[src/rtl/spi_front_pkg.sv]
package spi_front_pkg;

  typedef enum logic [2:0] {
    OPK_WRSR  = 3'b001,
    OPK_WRITE = 3'b010,
    OPK_READ  = 3'b011,
    OPK_WRDI  = 3'b100,
    OPK_RDSR  = 3'b101,
    OPK_WREN  = 3'b110
  } op_kind_e;

  typedef enum logic [2:0] {
    PH_IDLE = 3'd0,
    PH_OPC  = 3'd1,
    PH_ADDR = 3'd2,
    PH_WDAT = 3'd3,
    PH_RDAT = 3'd4,
    PH_SKIP = 3'd5,
    PH_LOCK = 3'd6
  } phase_e;

endpackage

[src/rtl/spi_pin_sampler.sv]
module spi_pin_sampler #(
  parameter int SYNC = 2
) (
  input  logic clk,
  input  logic rst,
  input  logic cs_n,
  input  logic sck,
  input  logic si,
  input  logic hold_n,
  output logic sel,
  output logic held,
  output logic sck_rise,
  output logic sck_fall,
  output logic si_s
);
  // packed pin order: {cs_n, sck, si, hold_n}
  localparam logic [3:0] PIN_RST = 4'b1001;

  logic [3:0] stg [SYNC];
  logic       sck_p;

  for (genvar g = 0; g < SYNC; g++) begin : g_stg
    if (g == 0) begin : g_first
      always_ff @(posedge clk) begin
        if (rst) stg[g] <= PIN_RST;
        else     stg[g] <= {cs_n, sck, si, hold_n};
      end
    end else begin : g_next
      always_ff @(posedge clk) begin
        if (rst) stg[g] <= PIN_RST;
        else     stg[g] <= stg[g-1];
      end
    end
  end

  logic cs_q, sck_q, hold_q;
  assign cs_q   = stg[SYNC-1][3];
  assign sck_q  = stg[SYNC-1][2];
  assign si_s   = stg[SYNC-1][1];
  assign hold_q = stg[SYNC-1][0];
  assign sel    = ~cs_q;

  always_ff @(posedge clk) begin
    if (rst) begin
      sck_p <= 1'b0;
      held  <= 1'b0;
    end else begin
      sck_p <= sck_q;
      if (cs_q)        held <= 1'b0;
      else if (!sck_q) held <= ~hold_q;
    end
  end

  assign sck_rise = sel & ~held &  sck_q & ~sck_p;
  assign sck_fall = sel & ~held & ~sck_q &  sck_p;

endmodule

[src/rtl/spi_op_decode.sv]
module spi_op_decode
  import spi_front_pkg::*;
(
  input  logic [7:0] code,
  output logic       valid,
  output op_kind_e   kind
);
  always_comb begin
    kind  = op_kind_e'(code[2:0]);
    valid = (code[7:4] == 4'd0) && (code[2:0] != 3'b000) && (code[2:0] != 3'b111);
  end
endmodule

[src/rtl/spi_tx_shift.sv]
module spi_tx_shift #(
  parameter int W = 8
) (
  input  logic         clk,
  input  logic         rst,
  input  logic         load,
  input  logic         shift,
  input  logic [W-1:0] din,
  output logic         so_bit
);
  logic [W-1:0] sh;

  always_ff @(posedge clk) begin
    if (rst) begin
      sh     <= '0;
      so_bit <= 1'b0;
    end else if (load) begin
      so_bit <= din[W-1];
      sh     <= {din[W-2:0], 1'b0};
    end else if (shift) begin
      so_bit <= sh[W-1];
      sh     <= {sh[W-2:0], 1'b0};
    end
  end
endmodule

[src/rtl/spi_mem_front.sv]
module spi_mem_front
  import spi_front_pkg::*;
#(
  parameter int ADDR_W     = 10,
  parameter int ADDR_BYTES = 2,
  parameter int SYNC       = 2
) (
  input  logic              clk,
  input  logic              rst,
  input  logic              cs_n,
  input  logic              sck,
  input  logic              si,
  input  logic              hold_n,
  output logic              so_o,
  output logic              so_en,
  output logic              op_valid,
  output logic [2:0]        op_kind,
  output logic [ADDR_W-1:0] mem_addr,
  output logic              wr_valid,
  output logic [7:0]        wr_data,
  output logic              rd_req,
  input  logic [7:0]        rd_data,
  output logic              xfer_end
);
  localparam int ABC_W = (ADDR_BYTES > 1) ? $clog2(ADDR_BYTES) : 1;
  localparam logic [ABC_W-1:0] ABC_LAST = ABC_W'(ADDR_BYTES - 1);

  logic sel, held, sck_rise, sck_fall, si_s;

  spi_pin_sampler #(.SYNC(SYNC)) u_pins (
    .clk      (clk),
    .rst      (rst),
    .cs_n     (cs_n),
    .sck      (sck),
    .si       (si),
    .hold_n   (hold_n),
    .sel      (sel),
    .held     (held),
    .sck_rise (sck_rise),
    .sck_fall (sck_fall),
    .si_s     (si_s)
  );

  phase_e           phase;
  op_kind_e         kind;
  logic [2:0]       bitcnt;
  logic [6:0]       rx;
  logic [ABC_W-1:0] abytes;
  logic [ADDR_W-1:0] addr_r;
  logic             loaded;
  logic [7:0]       rx_byte;
  logic             byte_done;
  logic             dec_valid;
  op_kind_e         dec_kind;
  logic             tx_load, tx_shift;

  assign rx_byte   = {rx, si_s};
  assign byte_done = sck_rise && (bitcnt == 3'd7);
  assign tx_load   = sck_fall && (phase == PH_RDAT) && (bitcnt == 3'd0);
  assign tx_shift  = sck_fall && (phase == PH_RDAT) && (bitcnt != 3'd0);

  spi_op_decode u_dec (
    .code  (rx_byte),
    .valid (dec_valid),
    .kind  (dec_kind)
  );

  spi_tx_shift #(.W(8)) u_tx (
    .clk    (clk),
    .rst    (rst),
    .load   (tx_load),
    .shift  (tx_shift),
    .din    (rd_data),
    .so_bit (so_o)
  );

  always_ff @(posedge clk) begin
    op_valid <= 1'b0;
    wr_valid <= 1'b0;
    rd_req   <= 1'b0;
    xfer_end <= 1'b0;
    if (rst) begin
      phase   <= PH_IDLE;
      kind    <= OPK_WREN;
      bitcnt  <= 3'd0;
      rx      <= '0;
      abytes  <= '0;
      addr_r  <= '0;
      loaded  <= 1'b0;
      wr_data <= '0;
    end else begin
      if (wr_valid && kind == OPK_WRITE) addr_r <= addr_r + 1'b1;

      if (!sel) begin
        if (phase == PH_ADDR || phase == PH_WDAT || phase == PH_RDAT || phase == PH_SKIP)
          xfer_end <= 1'b1;
        phase  <= PH_IDLE;
        bitcnt <= 3'd0;
        loaded <= 1'b0;
      end else if (phase == PH_IDLE) begin
        phase  <= PH_OPC;
        bitcnt <= 3'd0;
      end else if (sck_rise) begin
        bitcnt <= bitcnt + 3'd1;
        rx     <= rx_byte[6:0];
        if (byte_done) begin
          unique case (phase)
            PH_OPC: begin
              if (dec_valid) begin
                op_valid <= 1'b1;
                kind     <= dec_kind;
                abytes   <= '0;
                unique case (dec_kind)
                  OPK_WRITE, OPK_READ: phase <= PH_ADDR;
                  OPK_WRSR:            phase <= PH_WDAT;
                  OPK_RDSR: begin
                    phase  <= PH_RDAT;
                    rd_req <= 1'b1;
                  end
                  default:             phase <= PH_SKIP;
                endcase
              end else begin
                phase <= PH_LOCK;
              end
            end
            PH_ADDR: begin
              addr_r <= ADDR_W'({addr_r, rx_byte});
              if (abytes == ABC_LAST) begin
                if (kind == OPK_READ) begin
                  phase  <= PH_RDAT;
                  rd_req <= 1'b1;
                end else begin
                  phase  <= PH_WDAT;
                end
              end else begin
                abytes <= abytes + 1'b1;
              end
            end
            PH_WDAT: begin
              wr_valid <= 1'b1;
              wr_data  <= rx_byte;
              if (kind != OPK_WRITE) phase <= PH_SKIP;
            end
            default: ;
          endcase
        end
      end else if (tx_load) begin
        loaded <= 1'b1;
        rd_req <= 1'b1;
        if (kind == OPK_READ) addr_r <= addr_r + 1'b1;
      end
    end
  end

  always_ff @(posedge clk) begin
    if (rst) so_en <= 1'b0;
    else     so_en <= sel && !held && (phase == PH_RDAT) && loaded;
  end

  assign op_kind  = kind;
  assign mem_addr = addr_r;

endmodule

[config.mk]
export PLATFORM = sky130hd
export DESIGN_NAME = spi_mem_front
export DESIGN_NICKNAME = d
export VERILOG_FILES = /design/src/rtl/spi_front_pkg.sv /design/src/rtl/spi_pin_sampler.sv /design/src/rtl/spi_op_decode.sv /design/src/rtl/spi_tx_shift.sv /design/src/rtl/spi_mem_front.sv
export SDC_FILE = /design/constraint.sdc
export NUM_CORES = 1
export LEC_CHECK = 0
export CAP_MARGIN = 20
export CORE_ASPECT_RATIO = 0.5
export CORE_UTILIZATION = 30
export CTS_CLUSTER_SIZE = 30
export DETAILED_ROUTE_END_ITERATION = 7
export GPL_TIMING_DRIVEN = 0
export PLACE_DENSITY = 0.55
export RECOVER_POWER = 25
export SYNTH_ARGS = -nofsm -noshare
export SYNTH_HDL_FRONTEND = slang
export SYNTH_HIERARCHICAL = 1
export SYNTH_SLANG_ARGS = --single-unit
export TNS_END_PERCENT = 100
[constraint.sdc]
create_clock -name clk -period 2 [get_ports clk]
set_input_delay 0.4 -clock clk [delete_from_list [all_inputs] [get_ports clk]]
set_output_delay 0.4 -clock clk [all_outputs]
set_load 0.05 [all_outputs]
**Word level (Yosys, flattened, before mapping)**

Memory sizes are Yosys's and may differ from the RTL's.
Index checks and enable logic that the tools add are counted.

- Register bits after elaboration: 51
- RAM bits: 8
- Logic and storage cells: 135
- Memories: 1

Memories:

| memory | words | width | rd ports | clocked after memory_dff | wr ports | RTL line | source |
|---|---|---|---|---|---|---|---|
| u_pins.stg | 2 | 4 | 2 | 0 | 2 | spi_pin_sampler.sv:19 | `logic [3:0] stg [SYNC];` |

- $add $sub $neg: 3
- Eq/ne operators: 19
- Muxes and demuxes: 40
- Bitwise operators: 16
- Reduce and logical (&&, ||, !) cells: 38

Operators by type and width:

| operator | number |
|---|---|
| $mux W10 | 8 |
| $mux W1 | 20 |
| $eq A3 B2 Y1 const B | 6 |
| $pmux W3 S3 | 2 |
| $mux W8 | 2 |
| $reduce_and A5 Y1 | 3 |
| $eq A3 B3 Y1 const B | 4 |
| $mux W3 | 4 |
| $reduce_and A6 Y1 | 2 |
| $add A10 B1 Y10 const B | 1 |
| $logic_and A1 B1 Y1 | 10 |
| $not A1 Y1 | 9 |
| $reduce_bool A3 Y1 | 3 |
| $mux W4 | 2 |
| $reduce_bool A2 Y1 | 4 |
| $eq A3 B1 Y1 const B | 2 |
| $logic_not A3 Y1 | 2 |
| $ne A3 B2 Y1 const B | 2 |
| $reduce_and A3 Y1 | 2 |
| $reduce_or A2 Y1 | 3 |
| $reduce_or A6 Y1 | 1 |
| $and A1 B1 Y1 | 5 |
| $reduce_or A5 Y1 | 1 |
| $logic_not A4 Y1 | 1 |
| other kinds (12) | 17 |

**Longest topological paths before layout**

An unclocked memory read counts as a cell.

- Word-level depth: 11
- Depth in mapped cells: 8
- Mapped depth without buffers: 7

**Hierarchy**

The synthesis kept the hierarchy.

Modules (own cells, without submodules):

| module | instances | cells each | area an instance (um^2) |
|---|---|---|---|
| spi_mem_front | 1 | 269 | 2229.6 |
| spi_tx_shift | 1 | 35 | 369.1 |
| spi_pin_sampler | 1 | 25 | 300.3 |
| spi_op_decode | 1 | 7 | 46.3 |

**Worst setup path before layout**

No wires, ideal clock.

- Kind: register -> register
- Start: register addr_r[0] (netlist: mem_addr[0])
- End: register addr_r[8] (netlist: mem_addr[8])
- Setup time: 103 ps
- Arrival: 2079 ps
- Slack: -182 ps
- Stages on the path, launching flop included: 7
- Path buffers: 0
- Path through: dfxtp_1 ha_1 nand3_1 nor4_1 xor2_1 a221oi_1 a2111oi_2

- Cells in the longest elaborated chain, start to end: 7
- Elaborated cells between the ends (all ways): 9
- Those cells by class: add/sub (1); mux (8)

RTL lines:

| item | RTL line | source |
|---|---|---|
| start, declared | spi_mem_front.sv:49 | `logic [ADDR_W-1:0] addr_r;` |
| start signal, assigned | spi_mem_front.sv:92 | `if (wr_valid && kind == OPK_WRITE) addr_r <= addr_r + 1'b1;` |
| start signal, assigned | spi_mem_front.sv:127 | `addr_r <= ADDR_W'({addr_r, rx_byte});` |
| start signal, assigned | spi_mem_front.sv:150 | `if (kind == OPK_READ) addr_r <= addr_r + 1'b1;` |
| $add A10 B1 Y10 | spi_mem_front.sv:92, spi_mem_front.sv:150 |  |
| $mux W10 | spi_mem_front.sv:92 |  |
| $mux W10 (on tied branches) | spi_mem_front.sv:150, spi_mem_front.sv:107 |  |
| $mux W10 (on tied branches) | spi_mem_front.sv:147, spi_mem_front.sv:106 |  |
| $mux W10 | spi_mem_front.sv:103 | `end else if (sck_rise) begin` |
| $mux W10 | spi_mem_front.sv:100 | `end else if (phase == PH_IDLE) begin` |
| $mux W10 * | spi_mem_front.sv:94 | `if (!sel) begin` |

Mark *: on every way between the ends. The rest lies on a longest branch, timed or not.
A chain may end at the register's enable or synchronous reset.

**Final worst setup path**

- Start: register u_pins.held
- End: register addr_r[5] (netlist: mem_addr[5])

- Cells in the longest elaborated chain, start to end: 10
- Elaborated cells between the ends (all ways): 14
- Those cells by class: mux (5); bitwise (6); reduce/logical (3)

RTL lines:

| item | RTL line | source |
|---|---|---|
| start, declared | spi_pin_sampler.sv:11 | `output logic held,` |
| start signal, assigned | spi_pin_sampler.sv:50 | `else if (!sck_q) held <= ~hold_q;` |
| $not A1 Y1 | spi_pin_sampler.sv:55 | `assign sck_fall = sel & ~held & ~sck_q & sck_p;` |
| $and A1 B1 Y1 (3 in a row) | spi_pin_sampler.sv:55 |  |
| net sck_fall | spi_mem_front.sv:28 | `logic sel, held, sck_rise, sck_fall, si_s;` |
| $logic_and A1 B1 Y1 (2 in a row) | spi_mem_front.sv:59 | `assign tx_load = sck_fall && (phase == PH_RDAT) && (bitcnt == 3'd0);` |
| $mux W10 | spi_mem_front.sv:147 | `end else if (tx_load) begin` |
| $mux W10 | spi_mem_front.sv:103 |  |
| $mux W10 | spi_mem_front.sv:100 |  |
| $mux W10 | spi_mem_front.sv:94 |  |

The timed path passes the listed nets, and every way through them passes these cells.

==> metrics.yaml <==
run_status:
  violations: "negative setup slack"
  outcome: "complete, but fails checks"
timing:
  min_period_ns: 2.24
  fmax_mhz: 446
  fin_skew_ns: 0.00714
  worst_pin_slew_ns: 0.614
  period_share_pct: 112
  finalHoldViolations: 0
  maxSlewHeadroom_pct: 59.3
  drv_slew: 0
  fin_setup_tns_ns: -1.97
  layout_setup_ws_ns: -0.240
  setup_viol: 15
  rsz0062_at_grt: "true"
yosys:
  ys_top_cells_by_count: "59 x dfxtp_1, 35 x nor2_1, 29 x nand2_1, 21 x mux2i_1"
  syn_inst: 336
  synth.most_common_cell: "dfxtp_1"
  synthFlopType: "dfxtp_1"
  syn_nets: 354
  synth_top_area_share_pct: 40.1
  synth_area_leaders: "dfxtp_1 40%, mux2i_1 7.1%, nor2_1 4.5%"
  ys_seq_elements: 59
  ys_warn_count: 6
  syn_area_mm2: 0.00295
  synth-edff-count: 0
  yosysUniqueCellTypes: 57
  syn_avg_cell_area_um2: 8.77
  ys_seq_area_share_pct: 40.1
  yosysTopAreaCell: "dfxtp_1"
  async_flop_share_pct: 0
worst_setup_path:
  cp_data_arrival_time_ns: 2.52
  crit_fanout: 4
  cp.required_ns: 2.28
  worst-setup-path-type: "flop to flop"
  start_kind: "flop"
  end_kind: "flop"
route:
  route.vias.total: 2664
  drc: 0
  vias_per_cell: 4.92
  routedWlPerCell_um: 14.5
  wl_um: 7850
  antenna_left: 0
  drt_iter0_drc: 169
  first_pass_iters: 4
power:
  powerDensity_mw_per_mm2: 689
  p_leak_nw: 1.45
  power_mw: 2.82
  ir_drop_uv: 388
hold_path:
  hp-class: "flop to flop"
die:
  rows: 25
  die_h_um: 72.1
  fp.dieW_um: 142
  die_area_mm2: 0.0102
  ioPinCount: 41
  start_util_pct: 31.1
  coreArea_mm2: 0.00948
finish:
  synthToLayoutAreaGrowth_pct: 38.9
  nFillCells: 969
  antennaDiodeCount: 0
  nNetsFinal: 419
  drive_above_1_share_pct: 20.9
  final_area_mm2: 0.00409
grt:
  grt_max_degree: 13
  grt_pass1_vias: 2327
  gr-total-overflow: 0
  grt_usage_pct: 15.7
  grt_first_pass_wirelength_um: 12100
  grt_antenna_before_repair: 0
placed_design:
  placed_area_mm2: 0.00352
  hpwl_um: 5310
  dp_slack_ns: -0.733
  io_buffers: 40
  routabilityCongestion: 0.857
clock_network:
  htree_num_levels: 3
  cts_buffers: 9
  cts_root_buf: "clkbuf_16"
  tritoncts: "built"
  cts_sinks: 59
  clk_pin_slew_ns: 0.05
  clockBufferDepth: 2
  insertion_delay_ns: 0.33
job:
  maxCapViolCount: 0
-- cells by family after synthesis --
| logic type | synth area share [%] |
|---|---|
| xor gates and xnor gates | 4.76 |
| buffers and inverters | 5.22 |
| muxes | 7.52 |
| adders and majority gates | 1.70 |
| and+or+nand+nor | 23.6 |
| AOI/OAI and AO/OA | 17.1 |
| DFF | 40.1 |
-- per-layer routing --
| metal | GRT usage, % | up-vias | share of wire (%) |
|---|---|---|---|
| met5 | 0 | - | 0 |
| met4 | 6.33 | 0 | 1.6 |
| met3 | 5.81 | 13 | 6.8 |
| met2 | 21.6 | 64 | 41 |
| met1 | 21.9 | 1251 | 51 |
| li1 | - | 1336 | - |
-- worst max-delay path, cell delays in order (launching register included) --
cell and delay [ns]:
dfxtp_4 0.36, nor4b_4 0.28, nand4bb_1 0.20, o41a_1 0.46
buf_6 0.17, or4_4 0.47, a21oi_2 0.14, o21a_1 0.11
-- repair_timing --
item                       in CTS  in global routing
gates resized for setup        29                 31
pin swaps                      15                 17
hold buffers                    0                  0
setup endpoints to repair      37                 32
setup buffers                   7                  8
-- cell usage in the layout (no fill, tap or decap), types with 3 or more instances in the layout --
master / instances
a211oi_1: 8
a21oi_1: 12
a221oi_1: 5
buf_4: 16
buf_6: 4
clkbuf_1: 9
clkbuf_16: 9
clkbuf_2: 5
clkdlybuf4s50_1: 35
dfxtp_1: 46
dfxtp_2: 9
dfxtp_4: 4
dlygate4sd2_1: 3
ha_1: 4
inv_1: 11
mux2i_1: 21
nand2_1: 29
nand3_1: 6
nand4bb_1: 3
nor2_1: 34
nor2b_1: 12
nor3_1: 9
o21a_1: 5
o21ai_0: 8
o31a_1: 3
o31ai_1: 3
or2_2: 4
or3_1: 3
xnor2_1: 5
xor2_1: 9
-- stage by stage --
| stage | utilization (%) | std cells | hold slack [ns] |
|---|---|---|---|
| 2_1_floorplan | - | 336 | 0.389 |
| 3_3_place_gp | 37.2 | 511 | 0.392 |
| 3_5_place_dp | 37.2 | 511 | 0.393 |
| 4_1_cts | 41.7 | 533 | 0.407 |
| 5_1_grt | 43.2 | 541 | 0.419 |
| 6_report | 43.2 | 541 | 0.405 |
-- sequential cells by signal, summed over array words and instances, names as in the netlist, 3 cells and up --
name and cells:
op_kind 3, wr_data 8, mem_addr 10, phase 3, u_pins/stg 8, rx 7
u_tx/sh 7, bitcnt 3
-- final cells by class --
type | count | area [um^2] | share of cell area (%)
inverter | 12 | 47.5 | 1.16
tap | 135 | 169 | 4.13
sequential | 59 | 1210 | 29.5
clock buffer | 9 | 225 | 5.50
timing repair buffer | 55 | 510 | 12.5
buffer | 21 | 119 | 2.91
clock inverter | 7 | 76.3 | 1.87
multi-input combinational | 243 | 1740 | 42.4
-- power breakdown --
group | internal [mW] | switching [mW]
clock network | 0.968 | 0.574
registers | 1.18 | 0.00698
logic | 0.0457 | 0.0448
-- final timing paths --
path | from | to | slack [ns] | depth (start not counted)
worst min register to register | u_pins/stg[0][3] | u_pins/stg[1][3] | 0.41 | 1
worst max register to register | u_pins/held | mem_addr[5] | -0.24 | 7
worst min-delay path | u_pins/stg[0][3] | u_pins/stg[1][3] | 0.41 | 1
worst max-delay path | u_pins/held | mem_addr[5] | -0.24 | 7
No activity file was read; power rests on OpenSTA's default activity.
